==> config.mk <==
export PLATFORM = sky130hd
export DESIGN_NAME = scan_tap_ctrl
export DESIGN_NICKNAME = d
export VERILOG_FILES = /design/src/rtl/scan_tap_pkg.sv /design/src/rtl/tap_fsm.sv /design/src/rtl/tap_ir.sv /design/src/rtl/tap_dr.sv /design/src/rtl/scan_tap_ctrl.sv
export SDC_FILE = /design/constraint.sdc
export NUM_CORES = 1
export LEC_CHECK = 0
export BUFFER_PORTS_ARGS = -buffer_cell sky130_fd_sc_hd__clkbuf_2
export CAP_MARGIN = 0
export CORE_MARGIN = 10
export CORE_UTILIZATION = 60
export CTS_BUF_LIST = sky130_fd_sc_hd__clkbuf_4
export CTS_CLUSTER_DIAMETER = 150
export DETAILED_ROUTE_END_ITERATION = 16
export PLACE_DENSITY = 0.83
export SKIP_LAST_GASP = 1
export SLEW_MARGIN = 40
export SYNTH_ARGS = -nofsm -noshare
export SYNTH_HDL_FRONTEND = slang
export SYNTH_HIERARCHICAL = 1
export SYNTH_SLANG_ARGS = --single-unit
==> constraint.sdc <==
create_clock -name tck -period 8.47 [get_ports tck]
set_input_delay 0.4235 -clock tck [delete_from_list [all_inputs] [get_ports tck]]
set_output_delay 0.4235 -clock tck [all_outputs]
set_load 0.01 [all_outputs]
==> src/rtl/scan_tap_pkg.sv <==
package scan_tap_pkg;
  localparam int IR_W = 8;

  typedef enum logic [3:0] {
    ST_TLR, ST_RTI, ST_SEL_DR, ST_CAP_DR, ST_SHF_DR, ST_EX1_DR, ST_PAU_DR, ST_EX2_DR,
    ST_UPD_DR, ST_SEL_IR, ST_CAP_IR, ST_SHF_IR, ST_EX1_IR, ST_PAU_IR, ST_EX2_IR, ST_UPD_IR
  } tap_state_e;

  typedef enum logic [1:0] {DR_BYP, DR_ID, DR_BCR, DR_BSR} dr_sel_e;

  typedef struct packed {
    logic    test_mode;
    logic    clamp;
    logic    highz;
    logic    sample;
    logic    self_test;
    dr_sel_e sel;
  } ir_dec_t;

  localparam logic [IR_W-1:0] OP_EXTEST   = 8'h00;
  localparam logic [IR_W-1:0] OP_SAMPLE   = 8'h81;
  localparam logic [IR_W-1:0] OP_INTEST   = 8'h03;
  localparam logic [IR_W-1:0] OP_IDCODE   = 8'h05;
  localparam logic [IR_W-1:0] OP_CLAMP    = 8'h06;
  localparam logic [IR_W-1:0] OP_HIGHZ    = 8'h09;
  localparam logic [IR_W-1:0] OP_SELFTEST = 8'h0A;
  localparam logic [IR_W-1:0] OP_BCRSCAN  = 8'h0C;
  localparam logic [IR_W-1:0] OP_BYPASS   = 8'hFF;
  localparam logic [IR_W-1:0] IR_CAPTURE  = {{(IR_W-2){1'b0}}, 2'b01};
endpackage

==> src/rtl/tap_fsm.sv <==
module tap_fsm
  import scan_tap_pkg::*;
(
  input  logic       tck,
  input  logic       trst_n,
  input  logic       tms,
  output tap_state_e state
);
  tap_state_e nxt;

  always_comb begin
    unique case (state)
      ST_TLR:    nxt = tms ? ST_TLR    : ST_RTI;
      ST_RTI:    nxt = tms ? ST_SEL_DR : ST_RTI;
      ST_SEL_DR: nxt = tms ? ST_SEL_IR : ST_CAP_DR;
      ST_CAP_DR: nxt = tms ? ST_EX1_DR : ST_SHF_DR;
      ST_SHF_DR: nxt = tms ? ST_EX1_DR : ST_SHF_DR;
      ST_EX1_DR: nxt = tms ? ST_UPD_DR : ST_PAU_DR;
      ST_PAU_DR: nxt = tms ? ST_EX2_DR : ST_PAU_DR;
      ST_EX2_DR: nxt = tms ? ST_UPD_DR : ST_SHF_DR;
      ST_UPD_DR: nxt = tms ? ST_SEL_DR : ST_RTI;
      ST_SEL_IR: nxt = tms ? ST_TLR    : ST_CAP_IR;
      ST_CAP_IR: nxt = tms ? ST_EX1_IR : ST_SHF_IR;
      ST_SHF_IR: nxt = tms ? ST_EX1_IR : ST_SHF_IR;
      ST_EX1_IR: nxt = tms ? ST_UPD_IR : ST_PAU_IR;
      ST_PAU_IR: nxt = tms ? ST_EX2_IR : ST_PAU_IR;
      ST_EX2_IR: nxt = tms ? ST_UPD_IR : ST_SHF_IR;
      ST_UPD_IR: nxt = tms ? ST_SEL_DR : ST_RTI;
      default:   nxt = ST_TLR;
    endcase
  end

  always_ff @(posedge tck or negedge trst_n) begin
    if (!trst_n) state <= ST_TLR;
    else         state <= nxt;
  end
endmodule

==> src/rtl/tap_ir.sv <==
module tap_ir
  import scan_tap_pkg::*;
#(
  parameter bit HAS_ID = 1'b1
) (
  input  logic            tck,
  input  logic            trst_n,
  input  logic            tdi,
  input  tap_state_e      state,
  output logic [IR_W-1:0] ir_sr,
  output ir_dec_t         dec
);
  localparam logic [IR_W-1:0] RST_OP = HAS_ID ? OP_IDCODE : OP_BYPASS;

  logic [IR_W-1:0] ir_act;

  always_ff @(posedge tck or negedge trst_n) begin
    if (!trst_n) begin
      ir_sr  <= IR_CAPTURE;
      ir_act <= RST_OP;
    end else begin
      if (state == ST_CAP_IR)      ir_sr <= IR_CAPTURE;
      else if (state == ST_SHF_IR) ir_sr <= {tdi, ir_sr[IR_W-1:1]};
      if (state == ST_TLR)         ir_act <= RST_OP;
      else if (state == ST_UPD_IR) ir_act <= ir_sr;
    end
  end

  always_comb begin
    dec     = '0;
    dec.sel = DR_BYP;
    if (!(^ir_act)) begin
      case (ir_act)
        OP_EXTEST:   begin dec.test_mode = 1'b1; dec.sel = DR_BSR; end
        OP_INTEST:   begin dec.test_mode = 1'b1; dec.sel = DR_BSR; end
        OP_SAMPLE:   begin dec.sample = 1'b1; dec.sel = DR_BSR; end
        OP_SELFTEST: begin dec.test_mode = 1'b1; dec.self_test = 1'b1; dec.sel = DR_BSR; end
        OP_CLAMP:    begin dec.test_mode = 1'b1; dec.clamp = 1'b1; end
        OP_HIGHZ:    begin dec.test_mode = 1'b1; dec.highz = 1'b1; end
        OP_IDCODE:   dec.sel = HAS_ID ? DR_ID : DR_BYP;
        OP_BCRSCAN:  dec.sel = DR_BCR;
        default:     dec.sel = DR_BYP;
      endcase
    end
  end
endmodule

==> src/rtl/tap_dr.sv <==
module tap_dr
  import scan_tap_pkg::*;
#(
  parameter bit          HAS_ID     = 1'b1,
  parameter logic [31:0] IDCODE_VAL = 32'h1A5C_E0F1,
  parameter int          BCR_W      = 3
) (
  input  logic             tck,
  input  logic             trst_n,
  input  logic             tdi,
  input  tap_state_e       state,
  input  dr_sel_e          sel,
  input  logic             bsr_so,
  output logic             dr_out,
  output logic [BCR_W-1:0] bcr_q
);
  logic             byp;
  logic             id_out;
  logic [BCR_W-1:0] bcr_sr;

  wire cap = (state == ST_CAP_DR);
  wire shf = (state == ST_SHF_DR);

  always_ff @(posedge tck or negedge trst_n) begin
    if (!trst_n) byp <= 1'b0;
    else if (sel == DR_BYP) begin
      if (cap)      byp <= 1'b0;
      else if (shf) byp <= tdi;
    end
  end

  generate
    if (HAS_ID) begin : g_id
      logic [31:0] id_sr;
      always_ff @(posedge tck or negedge trst_n) begin
        if (!trst_n) id_sr <= IDCODE_VAL;
        else if (sel == DR_ID) begin
          if (cap)      id_sr <= IDCODE_VAL;
          else if (shf) id_sr <= {tdi, id_sr[31:1]};
        end
      end
      assign id_out = id_sr[0];
    end else begin : g_no_id
      assign id_out = 1'b0;
    end
  endgenerate

  always_ff @(posedge tck or negedge trst_n) begin
    if (!trst_n) begin
      bcr_sr <= '0;
      bcr_q  <= '0;
    end else if (state == ST_TLR) begin
      bcr_q <= '0;
    end else if (sel == DR_BCR) begin
      if (cap)                         bcr_sr <= bcr_q;
      else if (shf)                    bcr_sr <= {tdi, bcr_sr[BCR_W-1:1]};
      else if (state == ST_UPD_DR)     bcr_q  <= bcr_sr;
    end
  end

  always_comb begin
    unique case (sel)
      DR_ID:   dr_out = id_out;
      DR_BCR:  dr_out = bcr_sr[0];
      DR_BSR:  dr_out = bsr_so;
      default: dr_out = byp;
    endcase
  end
endmodule

==> src/rtl/scan_tap_ctrl.sv <==
module scan_tap_ctrl
  import scan_tap_pkg::*;
#(
  parameter bit          HAS_ID     = 1'b1,
  parameter logic [31:0] IDCODE_VAL = 32'h1A5C_E0F1,
  parameter int          BCR_W      = 3
) (
  input  logic             tck,
  input  logic             trst_n,
  input  logic             tms,
  input  logic             tdi,
  output logic             tdo,
  output logic             tdo_en,
  output logic             bsr_capture,
  output logic             bsr_shift,
  output logic             bsr_update,
  output logic             bsr_si,
  input  logic             bsr_so,
  output logic             test_mode,
  output logic             clamp_en,
  output logic             highz_en,
  output logic             sample_en,
  output logic             self_test_en,
  output logic [BCR_W-1:0] bcr_q
);
  tap_state_e      state;
  ir_dec_t         dec;
  logic [IR_W-1:0] ir_sr;
  logic            dr_out;

  tap_fsm u_fsm (.tck(tck), .trst_n(trst_n), .tms(tms), .state(state));

  tap_ir #(.HAS_ID(HAS_ID)) u_ir (
    .tck(tck), .trst_n(trst_n), .tdi(tdi), .state(state), .ir_sr(ir_sr), .dec(dec)
  );

  tap_dr #(.HAS_ID(HAS_ID), .IDCODE_VAL(IDCODE_VAL), .BCR_W(BCR_W)) u_dr (
    .tck(tck), .trst_n(trst_n), .tdi(tdi), .state(state), .sel(dec.sel),
    .bsr_so(bsr_so), .dr_out(dr_out), .bcr_q(bcr_q)
  );

  wire live   = (state != ST_TLR);
  wire bsr_on = (dec.sel == DR_BSR);

  assign test_mode    = live & dec.test_mode;
  assign clamp_en     = live & dec.clamp;
  assign highz_en     = live & dec.highz;
  assign sample_en    = live & dec.sample;
  assign self_test_en = live & dec.self_test;

  assign bsr_capture = bsr_on & (state == ST_CAP_DR);
  assign bsr_shift   = bsr_on & (state == ST_SHF_DR);
  assign bsr_update  = bsr_on & (state == ST_UPD_DR);
  assign bsr_si      = tdi;

  always_ff @(negedge tck or negedge trst_n) begin
    if (!trst_n) begin
      tdo    <= 1'b0;
      tdo_en <= 1'b0;
    end else begin
      tdo_en <= (state == ST_SHF_IR) || (state == ST_SHF_DR);
      if (state == ST_SHF_IR)      tdo <= ir_sr[0];
      else if (state == ST_SHF_DR) tdo <= dr_out;
    end
  end
endmodule

* Word-level counts from Yosys, hierarchy flattened
Index checks and enable logic that the tools add are counted.
Storage, ports and cells: input bits 5, logic and storage cells 104, register bits after elaboration 61, output and inout port bits 14
Operators by class: multiplexer cells 38, bitwise gates (word level) 9, reduce and logical (&&, ||, !) cells 21, equal/unequal tests 27
Operator list (number):
- $mux 32 | 2
- $pmux 4 s12 | 1
- $eq 4x4->1 const B | 8
- $mux 8 | 4
- $mux 3 | 9
- $eq 8x4->1 const B | 3
- $eq 4x3->1 const B | 4
- $eq 8x3->1 const B | 2
- $mux 4 | 4
- $mux 1 | 12
- $reduce_bool 2->1 | 6
- $and 1x1->1 | 8
- $eq 4x2->1 const B | 2
- $eq 8x2->1 const B | 1
- $eq 8x8->1 const B | 1
- $logic_not 8->1 | 1
- $reduce_xor 8->1 | 1
- $mux 7 | 1
- $mux 2 | 3
- $pmux 2 s3 | 1
- $reduce_or 5->1 | 1
- $eq 2x2->1 const B | 2
- $eq 4x1->1 const B | 1
- $logic_not 4->1 | 1
- other kinds (13) | 16

* Depth between registers and ports, before layout
Gate-level depths: netlist (run 1).
depth in word-level cells 8, gate-level depth with buffers 10, depth with buffers taken out 8

* Hierarchy
The synthesis (run 1) kept the hierarchy.
Modules (own cells, without submodules):
- tap_dr | seq. area each 994.7 sq um, instances 1, cells each 153, area an instance 1836.8 sq um
- tap_ir | seq. area each 404.1 sq um, instances 1, cells each 113, area an instance 998.5 sq um
- tap_fsm | seq. area each 100.1 sq um, instances 1, cells each 37, area an instance 314.1 sq um
- scan_tap_ctrl | seq. area each 50.0 sq um, instances 1, cells each 22, area an instance 171.4 sq um

==> results.json, run 1 <==
{
  "outcome": "completed",
  "synth.lib_cells_used.distinct": 59,
  "crit_slowest_cell": "dfstp_2",
  "yosysWarningCount": 6,
  "timing.setup.tns_ns": 0,
  "clockBufferDepth": 2,
  "tritoncts": "built",
  "finish.net_count": 356,
  "antenna-diode-count": 0,
  "post_cts_hold_buffer_count": 0,
  "grt_busiest_layer": "met2",
  "cts-resized-gates": 0,
  "yosys_register_bits": 61,
  "fp-row-count": 27,
  "global_route_met3_utilization": 0.0333,
  "final_max_slew_viol_count": 0,
  "dominantRegCellSynth": "dfrtp_1",
  "crit-reg2reg-launch": "u_ir/ir_act[0]$_DFFE_PN1P_",
  "avgRoutedWirePerCell_microns": 15.8,
  "arrival_time_reported_for_the_critical_path_endpoint_ns": 2.95,
  "layout-drive-gt1-share": 0.255,
  "grt_use_met2": 0.253,
  "core_sq_mm": 0.00544,
  "synthArstFlopShare": 1.00,
  "hp-class": "input pin to asynchronous set/reset pin",
  "synth_largest_type_area_fraction": 0.309,
  "ios": 19,
  "wirelength_microns": 6590,
  "htree_levels": 3,
  "tightestPinTransition_ns": 0.859,
  "grt_start_max_net_pins": 37,
  "filler_cell_count": 430,
  "grt_use_total": 0.154,
  "die_outline_area_sq_mm": 0.00891,
  "cp_slowest_stage_delay_ns": 0.58,
  "drt_iter0_markers": 97,
  "route.antenna.remaining_nets": 0,
  "setup_repair_after_global_routing_missed_its_margin": "false",
  "finalSetupViolCount": 0,
  "p_per_area_mw_per_mm2": 423,
  "buffer_ports.inserted": 18,
  "grt_remaining_overflow": 0,
  "grt_pass1_wl_microns": 11000,
  "crit_path_end_kind": "flip-flop",
  "crit_required_ns": 4.45,
  "maxCapViolCount": 0,
  "cp-startpoint": "u_ir/ir_act[0]$_DFFE_PN1P_",
  "worstSkewPairLatency_ns": 0.41,
  "synth_edf_count": 0,
  "vias_per_cell": 5.80,
  "worst-path-max-fanout": 7,
  "antenna_found_initial": 0,
  "final.setup_skew_ns": 0.0398,
  "grt_pass1_vias": 2390,
  "floorplan.initialDensity": 0.611,
  "die_w_microns": 94.4,
  "critical_path.cell_chain": "inv_1, ha_1, xnor2_1, xnor2_1, a21oi_1, mux4_2, mux2i_1, a21oi_1",
  "worst-setup-path-type": "flip-flop to flip-flop",
  "cts.root.buffer_cell": "clkbuf_4",
  "place.detailed.hpwl_microns": 4500,
  "report.power.total_uw": 1520,
  "post_synth_inst_count": 325,
  "clock_sink_count": 61,
  "synth.yosys.seq_area_share": 0.466,
  "timing.max_slew.rel_slack": 0.428,
  "yosysMostFrequentCell": "nand2_1",
  "die_h_microns": 94.4,
  "crit_path_start_kind": "flip-flop",
  "cts_post_setup_buffers_inserted": 0,
  "vdd.ir_drop.worst_mv": 0.219,
  "cts_made_buffers": 9,
  "hold_viol_final": 0,
  "vias": 2417,
  "synthesis.area_per_instance_sq_um": 10.2,
  "synth_top_cell_by_area": "dfrtp_1",
  "flow.area_growth_from_synthesis_pct": 7.95,
  "drc": 0,
  "clk_transition_reported_paths_ns": 0.12,
  "synthTopCellsByArea": "dfrtp_1 31%, dfstp_2 14%, mux2i_1 6.0%",
  "post_synth_instance_area_sq_mm": 0.00332,
  "drt_first_pass_iters": 4,
  "leakage_uw": 0.00161,
  "gpl.final_weighted_congestion": 0.849,
  "grt_util_met1": 0.183,
  "synth.cells.most_frequent": "46 x nand2_1, 41 x dfrtp_1, 27 x inv_1",
  "synthesis.nets": 341
}
## flip-flops by register name (all words and copies together), names as in the netlist
signal and count:
u_ir/ir_act 8, u_dr/g_id.id_sr 32, u_dr/bcr_sr 3, u_fsm/state 4, u_dr/byp 1, tdo 1
tdo_en 1, u_dr/bcr_q 3, u_ir/ir_sr 8
## report_power, final
group / internal [uW] / switching (uW) / leakage, uW
logic: 324 / 407 / 0.000785
registers: 435 / 144 / 0.000746
clock network: 91.3 / 114 / 0.0000802
## final timing paths
path                       slack, ns  cells after the start                          to
setup / recovery                1.50                      8             tdo$_DFFE_NN0P_
hold / removal                  0.05                      1  u_dr/bcr_sr[2]$_DFFE_PN0P_
setup reg to reg                1.50                      8             tdo$_DFFE_NN0P_
hold reg to reg                 0.49                      2   u_ir/ir_sr[0]$_DFFE_PN1P_
max in group asynchronous       3.77                      1            tdo_en$_DFF_NN0_
min in group tck                0.28                      2    u_fsm/state[0]$_DFF_PN0_
## through the flow
step           cell area, sq um   util  std cells  setup slack [ns]  hold slack [ns]
3_5_place_dp               3440  0.632        401              1.56            0.480
3_3_place_gp               3410  0.626        400              1.65            0.469
6_report                   3580  0.659        417              1.50           0.0469
2_1_floorplan              3320      -        325              1.74            0.128
5_1_grt                    3580  0.659        417              1.28           0.0731
4_1_cts                    3580  0.658        417              1.51           0.0896
## cell usage in the layout, fill, tap and decap left out, types with 2 or more instances in the layout
master,synthesis,layout
mux2i_1,20,20
nor2b_1,5,5
inv_1,27,27
nand2b_1,3,3
nor4_1,11,10
or4b_4,2,2
a21oi_1,15,15
clkbuf_2,0,17
clkinv_4,0,3
o21ba_2,9,9
mux2_1,8,8
mux2_2,6,6
and2b_2,2,2
nand2_1,46,46
xnor2_1,2,2
nor3_1,5,5
nand3_1,2,2
buf_4,4,3
ha_1,11,11
o21ai_0,13,13
clkbuf_4,0,9
clkinv_2,0,2
a21oi_2,2,2
dfstp_2,18,18
o22ai_1,6,6
a221o_1,2,2
dfrtn_1,2,2
a211oi_1,2,2
nand4_1,5,5
dfrtp_1,41,40
nor2_1,15,15
## layout make-up
class,instances,area (sq um),share of cell area
well taps,72,90.1,0.0251
clock inverters,7,75.1,0.0209
multi-input cells,219,1560,0.435
inverters,27,101,0.0283
flip-flops and latches,61,1550,0.432
repair buffers,22,140,0.0391
clock buffers,9,67.6,0.0188
## layer usage
| layer | wire length (microns) | up-vias |
|---|---|---|
| met4 | 149 | 0 |
| li1 | - | 1164 |
| met1 | 2910 | 1198 |
| met2 | 3340 | 41 |
| met3 | 190 | 14 |
| met5 | 0 | - |
## critical path: cells and delay by family, from the launching register on
kind                     cells  cell delay [ns]
multiplexers                 2             0.69
AO/OA/AOI/OAI                2             0.48
XOR/XNOR                     2             0.39
adder cells (fa/ha/maj)      1             0.31
buffers and inverters        1             0.09
flip-flops                   1             0.58
## kinds of logic after synthesis
logic type / after synthesis / synth area share
adder cells (fa/ha/maj): 11 / 0.0414
buffers and inverters: 45 / 0.0674
AO/OA/AOI/OAI: 59 / 0.128
flip-flops: 61 / 0.466
AND/OR/NAND/NOR: 111 / 0.174
multiplexers: 35 / 0.115
XOR/XNOR: 3 / 0.00791
(Power assumes the default switching activity.)
==> inputs of run 2 (changes only) <==
==> constraint.sdc (replaced) <==
create_clock -name tck -period 6.7 [get_ports tck]
set_input_delay 0.335 -clock tck [delete_from_list [all_inputs] [get_ports tck]]
set_output_delay 0.335 -clock tck [all_outputs]
set_load 0.01 [all_outputs]
==> results.json, run 2 (synthesis results as in run 1) <==
{
  "antenna_found_initial": 0,
  "hold_viol_final": 16,
  "layout-drive-gt1-share": 0.254,
  "vdd.ir_drop.worst_mv": 0.269,
  "report.power.total_uw": 1870,
  "drt_iter0_markers": 98,
  "crit_slowest_cell": "dfstp_2",
  "crit_required_ns": 3.56,
  "drc": 0,
  "grt_remaining_overflow": 0,
  "timing.max_slew.rel_slack": 0.502,
  "worst_reg_to_reg_setup_slack_ns": 0.60,
  "most_frequent_cells_in_the_layout": "46 x nand2_1, 39 x dfrtp_1, 27 x inv_1",
  "wirelength_microns": 6480,
  "largest_register_ff_count": 32,
  "route.antenna.remaining_nets": 0,
  "crit_path_end_kind": "flip-flop",
  "finalSetupViolCount": 0,
  "critical_path.cell_chain": "inv_1, ha_1, xnor2_1, xnor2_1, a21oi_1, mux4_2, mux2i_1, a21oi_1",
  "avgRoutedWirePerCell_microns": 15.5,
  "largestRegisters": "u_dr/g_id.id_sr: 32 flops, u_ir/ir_act: 8 flops, u_ir/ir_sr: 8 flops",
  "die_h_microns": 94.4,
  "worst-path-max-fanout": 7,
  "p_per_area_mw_per_mm2": 524,
  "vias_per_cell": 5.75,
  "clock_sink_count": 61,
  "setup_repair_after_global_routing_missed_its_margin": "false",
  "ios": 19,
  "worstSkewPairLatency_ns": 0.41,
  "outcome": "complete, but fails checks",
  "hp-class": "input pin to asynchronous set/reset pin",
  "cts_made_buffers": 9,
  "place.detailed.hpwl_microns": 4390,
  "core_sq_mm": 0.00544,
  "htree_levels": 3,
  "cts-resized-gates": 0,
  "tritoncts": "built",
  "final.setup_skew_ns": 0.0398,
  "grt_pass1_vias": 2450,
  "flow.area_growth_from_synthesis_pct": 7.20,
  "timing.setup.tns_ns": 0,
  "cts.root.buffer_cell": "clkbuf_4",
  "antenna-diode-count": 0,
  "cts_post_setup_buffers_inserted": 0,
  "gpl.final_weighted_congestion": 0.851,
  "timing.hold.ws_ns": -0.0145,
  "worst-setup-path-type": "flip-flop to flip-flop",
  "tightestPinTransition_ns": 0.747,
  "clockBufferDepth": 2,
  "final_common_cell": "nand2_1",
  "floorplan.initialDensity": 0.611,
  "vias": 2405,
  "failed_checks": "negative hold slack",
  "arrival_time_reported_for_the_critical_path_endpoint_ns": 2.96,
  "maxCapViolCount": 0,
  "grt_use_total": 0.155,
  "die_outline_area_sq_mm": 0.00891,
  "top_register": "u_dr/g_id.id_sr",
  "leakage_uw": 0.00159,
  "fp-row-count": 27,
  "clk_transition_reported_paths_ns": 0.10,
  "die_w_microns": 94.4,
  "cp_slowest_stage_delay_ns": 0.57,
  "crit_path_start_kind": "flip-flop",
  "buffer_ports.inserted": 18,
  "grt_pass1_wl_microns": 11100,
  "final_max_slew_viol_count": 0,
  "filler_cell_count": 456,
  "finish.net_count": 357,
  "drt_first_pass_iters": 4,
  "grt_start_max_net_pins": 37,
  "post_cts_hold_buffer_count": 0
}
run 2: changes by cell type in the layout (fill, tap and decap cells not counted), sizes merged:
cell,previous run,this run
buf,5,6
bufinv,1,0
clkbuf,26,27
clkinv,5,3
clkinvlp,0,3
inv,28,27
run 2: area by class of cell:
| type | instances | area (sq um) | area share |
|---|---|---|---|
| multi-input cells | 219 | 1550 | 0.437 |
| flip-flops and latches | 61 | 1550 | 0.436 |
| repair buffers | 23 | 148 | 0.0415 |
| inverters | 27 | 101 | 0.0285 |
| well taps | 72 | 90.1 | 0.0253 |
| clock buffers | 10 | 75.1 | 0.0211 |
| clock inverters | 6 | 40.0 | 0.0112 |
run 2: through the flow:
stage               cell area (sq um)  cells  setup slack [ns]  utilization
detailed placement               3440    402             0.635        0.633
CTS                              3560    418             0.587        0.654
global placement                 3410    401             0.771        0.628
finish                           3560    418             0.602        0.654
global route                     3560    418             0.338        0.654
floorplan                        3320    325             0.854            -
run 2: critical path, delay by kind of cell (launching register included):
family,cells,cell delay (ns)
AOI/OAI and AO/OA,2,0.51
xor gates and xnor gates,2,0.40
adders and majority gates,1,0.31
buffers and inverters,1,0.08
DFF,1,0.57
muxes,2,0.69
run 2: where the power goes:
group / total (uW) / internal, uW / leakage [uW] / switching, uW
Sequential: 710 / 552 / 0.000745 / 158
Combinational: 938 / 411 / 0.000790 / 527
Clock: 218 / 78.8 / 0.0000560 / 139
Total: 1870 / 1040 / 0.00159 / 824
run 2: layer usage:
metal / global-route usage / part of all wire
met5: 0 / 0
met3: 0.0515 / 0.037
met1: 0.185 / 0.45
met4: 0.0557 / 0.015
met2: 0.255 / 0.49
run 2: worst paths after layout:
check | from | depth (start not counted) | endpoint
max | u_ir/ir_act[0]$_DFFE_PN1P_ | 8 | tdo$_DFFE_NN0P_
min | trst_n | 1 | u_dr/g_id.id_sr[1]$_DFFE_PN0P_
max reg2reg | u_ir/ir_act[0]$_DFFE_PN1P_ | 8 | tdo$_DFFE_NN0P_
min reg2reg | u_ir/ir_sr[0]$_DFFE_PN1P_ | 2 | u_ir/ir_sr[0]$_DFFE_PN1P_
max in group asynchronous | trst_n | 1 | tdo$_DFFE_NN0P_
min in group tck | tms | 2 | u_fsm/state[0]$_DFF_PN0_
==> inputs of run 3 (changes only) <==
--- a/config.mk
+++ b/config.mk
@@ -9,7 +9,7 @@
 export CAP_MARGIN = 0
 export CORE_MARGIN = 10
 export CORE_UTILIZATION = 60
-export CTS_BUF_LIST = sky130_fd_sc_hd__clkbuf_4
+export CTS_BUF_LIST = sky130_fd_sc_hd__clkbuf_16
 export CTS_CLUSTER_DIAMETER = 150
 export DETAILED_ROUTE_END_ITERATION = 16
 export PLACE_DENSITY = 0.83
==> results.json, run 3 (synthesis results as in run 1) <==
{
  "hp-class": "input pin to asynchronous set/reset pin",
  "ios": 19,
  "largest_register_ff_count": 32,
  "final_common_cell": "nand2_1",
  "finalSetupViolCount": 0,
  "vdd.ir_drop.worst_mv": 0.285,
  "grt_pass1_vias": 2486,
  "top_register": "u_dr/g_id.id_sr",
  "hold_viol_final": 0,
  "filler_cell_count": 425,
  "cts_made_buffers": 9,
  "antenna_found_initial": 0,
  "antenna-diode-count": 0,
  "flow.area_growth_from_synthesis_pct": 11.8,
  "wirelength_microns": 6760,
  "die_outline_area_sq_mm": 0.00891,
  "die_w_microns": 94.4,
  "largestRegisters": "u_dr/g_id.id_sr: 32 flops, u_ir/ir_act: 8 flops, u_ir/ir_sr: 8 flops",
  "drt_first_pass_iters": 4,
  "vias": 2414,
  "gpl.final_weighted_congestion": 0.851,
  "grt_remaining_overflow": 0,
  "final.setup_skew_ns": 0.00990,
  "netSwitchingPower_uw": 860,
  "floorplan.initialDensity": 0.611,
  "grt_pass1_wl_microns": 11500,
  "switching_share": 0.415,
  "outcome": "completed",
  "vias_per_cell": 5.78,
  "finish.net_count": 357,
  "cts.root.buffer_cell": "clkbuf_16",
  "grt_use_total": 0.160,
  "crit_required_ns": 3.51,
  "timing.setup.tns_ns": 0,
  "route.antenna.remaining_nets": 0,
  "comb_power_share": 0.459,
  "final_max_slew_viol_count": 0,
  "clockBufferDepth": 2,
  "clock_sink_count": 61,
  "avgRoutedWirePerCell_microns": 16.2,
  "cts_post_setup_buffers_inserted": 0,
  "fp-row-count": 27,
  "buffer_ports.inserted": 18,
  "post-place-ws_ns": 0.635,
  "most_frequent_cells_in_the_layout": "46 x nand2_1, 40 x dfrtp_1, 28 x inv_1",
  "arrival_time_reported_for_the_critical_path_endpoint_ns": 2.91,
  "timing.max_slew.rel_slack": 0.451,
  "p_seq_frac": 0.344,
  "cts-resized-gates": 0,
  "clk_transition_reported_paths_ns": 0.05,
  "grt_start_max_net_pins": 37,
  "place.detailed.hpwl_microns": 4390,
  "tritoncts": "built",
  "setup_repair_after_global_routing_missed_its_margin": "false",
  "layout-drive-gt1-share": 0.249,
  "die_h_microns": 94.4,
  "post_cts_hold_buffer_count": 0,
  "drc": 0,
  "crit_path_end_kind": "flip-flop",
  "worst-setup-path-type": "flip-flop to flip-flop",
  "worstSkewPairLatency_ns": 0.33,
  "p_per_area_mw_per_mm2": 558,
  "drt_iter0_markers": 97,
  "leakage_uw": 0.00166,
  "core_sq_mm": 0.00544,
  "worst-path-max-fanout": 7,
  "htree_levels": 3,
  "layout_setup_ws_ns": 0.600,
  "crit_path_start_kind": "flip-flop",
  "tightestPinTransition_ns": 0.824,
  "maxCapViolCount": 0,
  "internal_power_uw": 1210,
  "power_frac_clock": 0.197
}
[run 3: changes by cell type in the layout (fill, tap and decap cells not counted)]
cell,before,now
clkbuf_4,10,0
inv_1,27,28
dfrtp_1,39,40
clkbuf_16,0,9
dfrtp_2,2,1
[run 3: cell type report]
class / instances / area (sq um) / area share
Tap cell: 72 / 90.1 / 0.0243
Sequential cell: 61 / 1550 / 0.418
Inverter: 27 / 101 / 0.0273
Clock buffer: 9 / 225 / 0.0607
Clock inverter: 7 / 43.8 / 0.0118
Multi-Input combinational cell: 219 / 1550 / 0.419
Timing Repair Buffer: 23 / 148 / 0.0398
[run 3: path summary, 6_finish.rpt]
check,endpoint,cells after the start,startpoint,slack [ns]
max,tdo$_DFFE_NN0P_,8,u_ir/ir_act[0]$_DFFE_PN1P_,0.60
min,u_dr/bcr_q[2]$_DFFE_PN0P_,1,trst_n,0.09
max reg2reg,tdo$_DFFE_NN0P_,8,u_ir/ir_act[0]$_DFFE_PN1P_,0.60
min reg2reg,u_dr/g_id.id_sr[11]$_DFFE_PN0P_,1,u_dr/g_id.id_sr[11]$_DFFE_PN0P_,0.49
max in group asynchronous,tdo_en$_DFF_NN0_,1,trst_n,2.88
min in group tck,u_fsm/state[0]$_DFF_PN0_,2,tms,0.32
[run 3: power groups by stage]
| stage | Sequential (uW) | Clock, uW | Combinational [uW] |
|---|---|---|---|
| floorplan | 664 | 0 | 800 |
| global placement | 703 | 0 | 878 |
| detailed placement | 716 | 0 | 936 |
| CTS | 711 | 416 | 948 |
| global route | 735 | 436 | 1060 |
| finish | 713 | 409 | 951 |
[run 3: routing by layer]
| metal | vias up | track usage | part of all wire |
|---|---|---|---|
| li1 | 1157 | - | - |
| met1 | 1201 | 0.192 | 0.44 |
| met2 | 48 | 0.262 | 0.51 |
| met3 | 8 | 0.0500 | 0.041 |
| met4 | 0 | 0.0671 | 0.013 |
| met5 | - | 0 | 0 |
[run 3: critical path: stages (launching register included)]
cell     delay [ns]
dfstp_2        0.55
inv_1          0.09
ha_1           0.31
xnor2_1        0.21
xnor2_1        0.21
a21oi_1        0.43
mux4_2         0.57
mux2i_1        0.13
a21oi_1        0.09
[run 3: metrics by stage]
| step | hold slack, ns | power, uW | std cells | utilization | cell area, sq um |
|---|---|---|---|---|---|
| finish | 0.0909 | 2070 | 418 | 0.683 | 3710 |
| global route | 0.128 | 2230 | 418 | 0.683 | 3710 |
| CTS | 0.142 | 2070 | 418 | 0.683 | 3710 |
| detailed placement | 0.483 | 1650 | 402 | 0.633 | 3440 |
| global placement | 0.467 | 1580 | 401 | 0.628 | 3410 |
| floorplan | 0.0394 | 1460 | 325 | - | 3320 |
